===== src/rtl/dtrig_pkg.sv =====
// Package: shared constants, address decode and size-code legality for the
// debug trigger register bank. Assumes standard machine-mode trigger CSR
// addresses and a control word of at least 32 bits.
package dtrig_pkg;

    localparam logic [11:0] ADDR_TSEL = 12'h7A0;
    localparam logic [11:0] ADDR_TD1  = 12'h7A1;
    localparam logic [11:0] ADDR_TD2  = 12'h7A2;
    localparam logic [11:0] ADDR_TD3  = 12'h7A3;

    localparam logic [3:0] MATCH_TYPE = 4'd2;

    localparam int BIT_LD   = 0;
    localparam int BIT_ST   = 1;
    localparam int BIT_EX   = 2;
    localparam int BIT_PU   = 3;
    localparam int BIT_PS   = 4;
    localparam int BIT_PM   = 6;
    localparam int SZLO_LSB = 16;
    localparam int SZHI_LSB = 21;

    typedef enum logic [2:0] {
        SEL_NONE,
        SEL_TSEL,
        SEL_TD1,
        SEL_TD2,
        SEL_TD3
    } csr_sel_e;

    // Map a CSR address onto the register it names.
    function automatic csr_sel_e decode_addr(input logic [11:0] a);
        case (a)
            ADDR_TSEL: return SEL_TSEL;
            ADDR_TD1:  return SEL_TD1;
            ADDR_TD2:  return SEL_TD2;
            ADDR_TD3:  return SEL_TD3;
            default:   return SEL_NONE;
        endcase
    endfunction

    // True for the access-size codes the match unit supports.
    function automatic logic size_code_ok(input logic [3:0] c);
        return (c == 4'd0) || (c == 4'd1) || (c == 4'd2) ||
               (c == 4'd3) || (c == 4'd5);
    endfunction

endpackage


===== src/rtl/dtrig_ctrl_filter.sv =====
// Module: dtrig_ctrl_filter
// Turns a raw control-word write into its legal stored form. It forces the
// type to address/data match, keeps the permission and access bits, keeps a
// supported size code (else any size), and clears every other bit.
// Assumes XLEN is 32 or 64. The upper size bits exist only when XLEN is 64.
module dtrig_ctrl_filter
    import dtrig_pkg::*;
#(
    parameter int XLEN = 64
) (
    input  logic [XLEN-1:0] raw,
    output logic [XLEN-1:0] legal
);
    localparam bit HAS_SZHI = (XLEN >= 64);

    logic [1:0] sz_hi;
    logic [3:0] sz_code;

    // Pick the upper size bits only where the width provides them.
    generate
        if (HAS_SZHI) begin : g_szhi
            assign sz_hi = raw[SZHI_LSB+1:SZHI_LSB];
        end else begin : g_noszhi
            assign sz_hi = 2'b00;
        end
    endgenerate

    assign sz_code = {sz_hi, raw[SZLO_LSB+1:SZLO_LSB]};

    // Build the legal word field by field.
    always_comb begin
        legal = '0;
        legal[XLEN-1 -: 4] = MATCH_TYPE;
        legal[BIT_LD] = raw[BIT_LD];
        legal[BIT_ST] = raw[BIT_ST];
        legal[BIT_EX] = raw[BIT_EX];
        legal[BIT_PU] = raw[BIT_PU];
        legal[BIT_PS] = raw[BIT_PS];
        legal[BIT_PM] = raw[BIT_PM];
        if (size_code_ok(sz_code)) begin
            legal[SZLO_LSB+1:SZLO_LSB] = sz_code[1:0];
            if (HAS_SZHI) begin
                legal[SZHI_LSB+1:SZHI_LSB] = sz_code[3:2];
            end
        end
    end
endmodule


===== src/rtl/dtrig_slot.sv =====
// Module: dtrig_slot
// Storage for one trigger: its control word and compare value, plus a
// registered pulse when a write alters either. Assumes that the caller
// asserts at most one write strobe per cycle and that ctrl_new is
// already legal.
module dtrig_slot
    import dtrig_pkg::*;
#(
    parameter int XLEN = 64
) (
    input  logic            clk,
    input  logic            rst_n,
    input  logic            wr_ctrl,
    input  logic            wr_cmp,
    input  logic [XLEN-1:0] ctrl_new,
    input  logic [XLEN-1:0] cmp_new,
    output logic [XLEN-1:0] ctrl_q,
    output logic [XLEN-1:0] cmp_q,
    output logic            changed_q
);
    localparam logic [XLEN-1:0] CTRL_RESET = {MATCH_TYPE, {(XLEN-4){1'b0}}};

    logic ctrl_diff;
    logic cmp_diff;

    assign ctrl_diff = wr_ctrl && (ctrl_new != ctrl_q);
    assign cmp_diff  = wr_cmp  && (cmp_new  != cmp_q);

    // Hold the control word; reload it on a strobed write.
    always_ff @(posedge clk) begin
        if (!rst_n) begin
            ctrl_q <= CTRL_RESET;
        end else if (wr_ctrl) begin
            ctrl_q <= ctrl_new;
        end
    end

    // Hold the compare value; reload it on a strobed write.
    always_ff @(posedge clk) begin
        if (!rst_n) begin
            cmp_q <= '0;
        end else if (wr_cmp) begin
            cmp_q <= cmp_new;
        end
    end

    // Pulse for one cycle after a write that changed a stored value.
    always_ff @(posedge clk) begin
        if (!rst_n) begin
            changed_q <= 1'b0;
        end else begin
            changed_q <= ctrl_diff || cmp_diff;
        end
    end
endmodule


===== src/rtl/dtrig_read_mux.sv =====
// Module: dtrig_read_mux
// Combinational read path. It returns the selection register, or the
// selected trigger's control word or compare value, and zero for the
// unimplemented register, an out-of-range selection or an unknown address.
module dtrig_read_mux
    import dtrig_pkg::*;
#(
    parameter int XLEN     = 64,
    parameter int NUM_TRIG = 2,
    parameter int IDX_W    = 1
) (
    input  csr_sel_e                 sel,
    input  logic                     sel_hit,
    input  logic [IDX_W-1:0]         sel_idx,
    input  logic [XLEN-1:0]          tsel,
    input  logic [NUM_TRIG*XLEN-1:0] ctrl_flat,
    input  logic [NUM_TRIG*XLEN-1:0] cmp_flat,
    output logic [XLEN-1:0]          rdata
);
    logic [XLEN-1:0] ctrl_pick;
    logic [XLEN-1:0] cmp_pick;

    // Gather the selected trigger's two words.
    always_comb begin
        ctrl_pick = '0;
        cmp_pick  = '0;
        for (int i = 0; i < NUM_TRIG; i++) begin
            if (sel_idx == IDX_W'(i)) begin
                ctrl_pick = ctrl_flat[i*XLEN +: XLEN];
                cmp_pick  = cmp_flat[i*XLEN +: XLEN];
            end
        end
    end

    // Steer the word named by the address onto the read bus.
    always_comb begin
        case (sel)
            SEL_TSEL: rdata = tsel;
            SEL_TD1:  rdata = sel_hit ? ctrl_pick : '0;
            SEL_TD2:  rdata = sel_hit ? cmp_pick  : '0;
            default:  rdata = '0;
        endcase
    end
endmodule


===== src/rtl/dtrig_csr_bank.sv =====
// Module: dtrig_csr_bank (top)
// Machine-mode register bank for NUM_TRIG address/data match triggers. It
// decodes CSR accesses, holds the full-width selection register, filters
// control writes and exports every trigger's words with a change pulse.
// Assumes writes take effect at the clock edge and reads are combinational.
module dtrig_csr_bank
    import dtrig_pkg::*;
#(
    parameter int XLEN     = 64,
    parameter int NUM_TRIG = 2
) (
    input  logic                     clk,
    input  logic                     rst_n,
    input  logic [11:0]              csr_addr,
    input  logic [XLEN-1:0]          csr_wdata,
    input  logic                     csr_we,
    output logic [XLEN-1:0]          csr_rdata,
    output logic [NUM_TRIG*XLEN-1:0] trig_ctrl,
    output logic [NUM_TRIG*XLEN-1:0] trig_cmp,
    output logic [NUM_TRIG-1:0]      trig_changed
);
    localparam int IDX_W = (NUM_TRIG > 1) ? $clog2(NUM_TRIG) : 1;

    csr_sel_e        sel;
    logic [XLEN-1:0] tsel_q;
    logic            sel_hit;
    logic [IDX_W-1:0] sel_idx;
    logic [XLEN-1:0] ctrl_legal;

    assign sel     = decode_addr(csr_addr);
    assign sel_hit = (tsel_q < XLEN'(NUM_TRIG));
    assign sel_idx = tsel_q[IDX_W-1:0];

    // Keep the selection register; every bit is writable.
    always_ff @(posedge clk) begin
        if (!rst_n) begin
            tsel_q <= '0;
        end else if (csr_we && (sel == SEL_TSEL)) begin
            tsel_q <= csr_wdata;
        end
    end

    dtrig_ctrl_filter #(.XLEN(XLEN)) u_filter (
        .raw   (csr_wdata),
        .legal (ctrl_legal)
    );

    generate
        for (genvar i = 0; i < NUM_TRIG; i++) begin : g_slot
            logic picked;
            assign picked = csr_we && sel_hit && (sel_idx == IDX_W'(i));

            dtrig_slot #(.XLEN(XLEN)) u_slot (
                .clk       (clk),
                .rst_n     (rst_n),
                .wr_ctrl   (picked && (sel == SEL_TD1)),
                .wr_cmp    (picked && (sel == SEL_TD2)),
                .ctrl_new  (ctrl_legal),
                .cmp_new   (csr_wdata),
                .ctrl_q    (trig_ctrl[i*XLEN +: XLEN]),
                .cmp_q     (trig_cmp[i*XLEN +: XLEN]),
                .changed_q (trig_changed[i])
            );
        end
    endgenerate

    dtrig_read_mux #(.XLEN(XLEN), .NUM_TRIG(NUM_TRIG), .IDX_W(IDX_W)) u_rmux (
        .sel       (sel),
        .sel_hit   (sel_hit),
        .sel_idx   (sel_idx),
        .tsel      (tsel_q),
        .ctrl_flat (trig_ctrl),
        .cmp_flat  (trig_cmp),
        .rdata     (csr_rdata)
    );
endmodule


===== config.mk =====
export PLATFORM = sky130hd
export DESIGN_NAME = dtrig_csr_bank
export DESIGN_NICKNAME = d
export VERILOG_FILES = /design/src/rtl/dtrig_pkg.sv /design/src/rtl/dtrig_ctrl_filter.sv /design/src/rtl/dtrig_slot.sv /design/src/rtl/dtrig_read_mux.sv /design/src/rtl/dtrig_csr_bank.sv
export SDC_FILE = /design/constraint.sdc
export NUM_CORES = 1
export LEC_CHECK = 0
export ABC_AREA = 1
export BUFFER_PORTS_ARGS = -buffer_cell sky130_fd_sc_hd__buf_2
export CELL_PAD_IN_SITES_DETAIL_PLACEMENT = 1
export CELL_PAD_IN_SITES_GLOBAL_PLACEMENT = 1
export CORE_ASPECT_RATIO = 1.4
export CORE_MARGIN = 3
export CORE_UTILIZATION = 35
export CTS_CLUSTER_SIZE = 24
export DETAILED_ROUTE_END_ITERATION = 16
export PLACE_DENSITY_LB_ADDON = 0.1
export SYNTH_ARGS = -nofsm -noshare
export SYNTH_HDL_FRONTEND = slang
export SYNTH_HIERARCHICAL = 1
export SYNTH_SLANG_ARGS = --single-unit

===== constraint.sdc =====
create_clock -name clk -period 2.6 [get_ports clk]
set_clock_uncertainty 0.15 [all_clocks]
set_input_delay 0.26 -clock clk [delete_from_list [all_inputs] [get_ports clk]]
set_output_delay 0.26 -clock clk [all_outputs]
set_load 0.02 [all_outputs]

==> results.txt <==
----------------------------------------------------
[Clock network]
  TritonCTS clock tree ... built
  H-Tree Level Count ... 2
  Clk root buf ... sky130_fd_sc_hd__clkbuf_16
  Bufs on Longest Clock Path ... 3
  Cts bufs inserted ... 39
  Clock Latency Late Sink ... 560 ps
  Clock net sink count ... 322
  Clock transition at the registers of the reported paths ... 60 ps

[Worst hold path]
  Type of the tightest min-delay check ... in -> reg

[Global route]
  Global Route Usage Sum ... 0.293
  Leftover overflow at the end of global routing ... 0
  Pin count of the biggest net entering global routing ... 91
  Wire length of the first global-routing pass ... 135 mm
  Number of global-route vias before repair ... 22721
  Number of antenna violations at the first check in global routing ... 3

[Power]
  Net switching power ... 2880 uW
  Part of the total power dissipated in combinational logic ... 0.070
  Design internal power ... 8440 uW
  Power density over the cells ... 445 nW/um2
  Peak VDD IR ... 439 uV
  Switching Fraction ... 0.255
  Sum of internal, switching and leakage power ... 11300 uW
  Share of power burned in registers ... 0.436
  Clock network fraction of design power ... 0.494
  Leakage power total ... 0.0128 uW

[Synthesis]
  Area share of the largest cell type after synthesis ... 0.329
  Yosys top cell by area ... sky130_fd_sc_hd__dfxtp_1
  Synthesis-stage register bit count ... 322
  Library cells used by synthesis ... 28
  Count of flip-flops with a built-in enable after synthesis ... 0
  Syn_area_per_cell ... 6.02 um2
  Proportion of register bits with asynchronous set or reset after synthesis ... 0
  Mapped Area ... 19600 um2
  Sequential cell area fraction in the yosys report ... 0.329
  Yosys warning total ... 6
  Most used flip-flop cell after synthesis ... sky130_fd_sc_hd__dfxtp_1
  Number of instances in the synthesized netlist ... 3251
  Ranking of synthesized cells by area ... sky130_fd_sc_hd__dfxtp_1, sky130_fd_sc_hd__nand2_1, sky130_fd_sc_hd__nor2_1

[STA]
  Tightest Pin Transition ... 657 ps
  Peak Freq ... 340 MHz
  Final Hold Viols ... 0
  Post-route worst hold slack ... 192 ps
  Final count of pins violating max slew ... 0
  Final critical delay including setup and external delays ... 2940 ps
  Final worst path period share ... 1.13
  Final count of negative-setup-slack endpoints ... 64
  Slack of the critical path ... -341 ps
  Total Neg Setup Slack ... -16810 ps
  Unrepaired setup endpoints after global routing ... yes
  Slew Limit Headroom ... 0.562

[Placed design]
  Post-place setup slack ... -213 ps
  Cells after DPL ... 4254
  Buffers added on ports ... 400
  Half-perimeter wire length after placement ... 64.1 mm
  Global placer's final weighted congestion ... 0.914

[Worst setup path]
  Data required time at the worst endpoint ... 2190 ps
  Type of element capturing the critical path ... output pin
  Setup crit start kind ... flip-flop
  Arrival time reported for the critical path endpoint ... 2530 ps
  Crit path kind ... reg -> out
  Critical Path Fanout Max ... 9

[Die]
  Vertical extent of the die ... 286 um
  Row Count ... 101
  Die footprint ... 58900 um2
  Die W ... 206 um
  Core region area ... 54800 um2
  Effective utilization at floorplan ... 0.357
  Count of pins on the block boundary ... 401

[Drt]
  Vias/cell ... 5.09
  Number of detailed-routing iterations run before antenna repair ... 5
  Drt wl/cell ... 20.3 um
  Initial DRC count ... 1243
  Detailed-route via count ... 22435
  Aggregate routed wire length ... 89.4 mm
  Residual DRC count ... 0
  Antenna Violating Nets Remaining ... 0

[Layout]
  Fill cell count ... 7402
  Area delta synth->final ... 29.9%
  Final Net Count ... 3737
  Layout cells sized above 1 ... 0.185
  Final Non-Filler Cells ... 4409

[Outcome]
  Run status ... finished, violations left
  Violations in the final reports ... setup timing

[Flow run]
  Max-cap violations ... 0

----------------------------------------------------
==> through the flow <==
stage / util / cell area, um2
5_1_grt: 0.464 / 25400
4_1_cts: 0.458 / 25100
2_1_floorplan: - / 19800
3_3_place_gp: 0.403 / 22100
3_5_place_dp: 0.403 / 22100
6_report: 0.464 / 25400
==> flip-flops by register name, summed over array words and instances (netlist names) <==
signal / count
g_slot.u_slot/ctrl_q: 128
g_slot.u_slot/changed_q: 2
g_slot.u_slot/cmp_q: 128
tsel_q: 64
==> power by group through the flow <==
stage,logic (uW),registers (uW),clock network [uW]
final,795,4930,5590
after floorplan,485,5040,0
after detailed placement,682,5040,0
after CTS,773,4930,5720
after global routing,891,4930,5920
after global placement,665,5040,0
==> worst paths after layout <==
kind | start | end | slack (ps) | depth (start not counted)
hold reg to reg | tsel_q[4]$_SDFFE_PN0P_ | tsel_q[4]$_SDFFE_PN0P_ | 330 | 2
setup reg to reg | tsel_q[34]$_SDFFE_PN0P_ | g_slot[1].u_slot/cmp_q[10]$_SDFFE_PN0P_ | 70 | 12
setup / recovery | tsel_q[61]$_SDFFE_PN0P_ | csr_rdata[9] | -340 | 11
hold / removal | csr_we | tsel_q[0]$_SDFFE_PN0P_ | 190 | 4
==> cells by family (layout without fill, tap and decap cells) <==
logic type      count (synthesis)  after routing  synth area share
xor+xnor                      102            102            0.0456
buf+inv                       561            942             0.136
compound gates                474            474             0.121
flops                         322            322             0.329
simple gates                 1790           1790             0.368
other cells                     2             58          0.000384
==> critical path: stages, from the launching register on <==
cell and delay [ps]:
sky130_fd_sc_hd__dfxtp_2 330, sky130_fd_sc_hd__nor2_2 110, sky130_fd_sc_hd__nand2_1 80, sky130_fd_sc_hd__nor2_2 150, sky130_fd_sc_hd__nand2_2 90, sky130_fd_sc_hd__nor4_4 340, sky130_fd_sc_hd__buf_6 210, sky130_fd_sc_hd__buf_12 160
sky130_fd_sc_hd__buf_12 130, sky130_fd_sc_hd__nand3_1 110, sky130_fd_sc_hd__nand3_2 130, sky130_fd_sc_hd__buf_6 120
==> repair_timing <==
action / 4_1_cts / 5_1_grt
endpoints found under the setup margin: 64 / 133
hold buffers: 65 / 0
gates cloned: 6 / 3
hold endpoints to repair: 249 / 0
resized for setup: 208 / 50
buffers inserted: 9 / 4
pin swaps: 29 / 38
==> Yosys cell counts, types with 27 or more instances <==
library cell               number
sky130_fd_sc_hd__nand2_1     1094
sky130_fd_sc_hd__nor2_1       419
sky130_fd_sc_hd__dfxtp_1      322
sky130_fd_sc_hd__inv_1        318
sky130_fd_sc_hd__o21ai_0      252
sky130_fd_sc_hd__a21oi_1      220
sky130_fd_sc_hd__nand3_1      196
sky130_fd_sc_hd__xor2_1       102
sky130_fd_sc_hd__buf_4         71
sky130_fd_sc_hd__clkbuf_1      69
sky130_fd_sc_hd__nand4_1       66
sky130_fd_sc_hd__buf_2         65
sky130_fd_sc_hd__buf_6         27
==> final cells by class <==
class	instances	area [um2]	area share
sequential	322	6450	0.254
clock buffer	60	1190	0.0467
multi-input combinational	2421	11400	0.449
inverter	325	1220	0.0481
tap	721	902	0.0355
timing repair buffer	549	4170	0.164
clock inverter	8	65.1	0.00256
antenna	3	7.51	0.000295
==> per-layer routing <==
| layer | vias to the layer above | part of all wire | global-route usage |
|---|---|---|---|
| met5 | - | 0 | 0 |
| met4 | 0 | 0.036 | 0.0956 |
| met3 | 141 | 0.056 | 0.0464 |
| met2 | 618 | 0.47 | 0.491 |
| met1 | 10811 | 0.44 | 0.384 |
| li1 | 10865 | - | - |
==> cell usage in the layout (no fill, tap or decap), types with 3 or more instances in the layout <==
| master | count |
|---|---|
| sky130_fd_sc_hd__nand2_1 | 1088 |
| sky130_fd_sc_hd__clkbuf_1 | 10 |
| sky130_fd_sc_hd__xor2_1 | 102 |
| sky130_fd_sc_hd__clkinv_1 | 3 |
| sky130_fd_sc_hd__buf_12 | 30 |
| sky130_fd_sc_hd__dfxtp_2 | 4 |
| sky130_fd_sc_hd__buf_6 | 48 |
| sky130_fd_sc_hd__conb_1 | 55 |
| sky130_fd_sc_hd__buf_2 | 344 |
| sky130_fd_sc_hd__o21ai_0 | 252 |
| sky130_fd_sc_hd__diode_2 | 3 |
| sky130_fd_sc_hd__clkbuf_8 | 9 |
| sky130_fd_sc_hd__clkbuf_16 | 44 |
| sky130_fd_sc_hd__buf_4 | 51 |
| sky130_fd_sc_hd__nand3_2 | 77 |
| sky130_fd_sc_hd__a21oi_1 | 220 |
| sky130_fd_sc_hd__inv_2 | 4 |
| sky130_fd_sc_hd__buf_16 | 6 |
| sky130_fd_sc_hd__nand3_1 | 99 |
| sky130_fd_sc_hd__clkinv_2 | 7 |
| sky130_fd_sc_hd__inv_1 | 317 |
| sky130_fd_sc_hd__nor2_4 | 9 |
| sky130_fd_sc_hd__nand4_1 | 66 |
| sky130_fd_sc_hd__nand2_2 | 9 |
| sky130_fd_sc_hd__nor2_1 | 406 |
| sky130_fd_sc_hd__dfxtp_1 | 317 |
| sky130_fd_sc_hd__dlygate4sd3_1 | 65 |
| sky130_fd_sc_hd__nor2_2 | 8 |
| sky130_fd_sc_hd__nand3_4 | 21 |
Note: power is estimated with default switching activity, not from simulation.
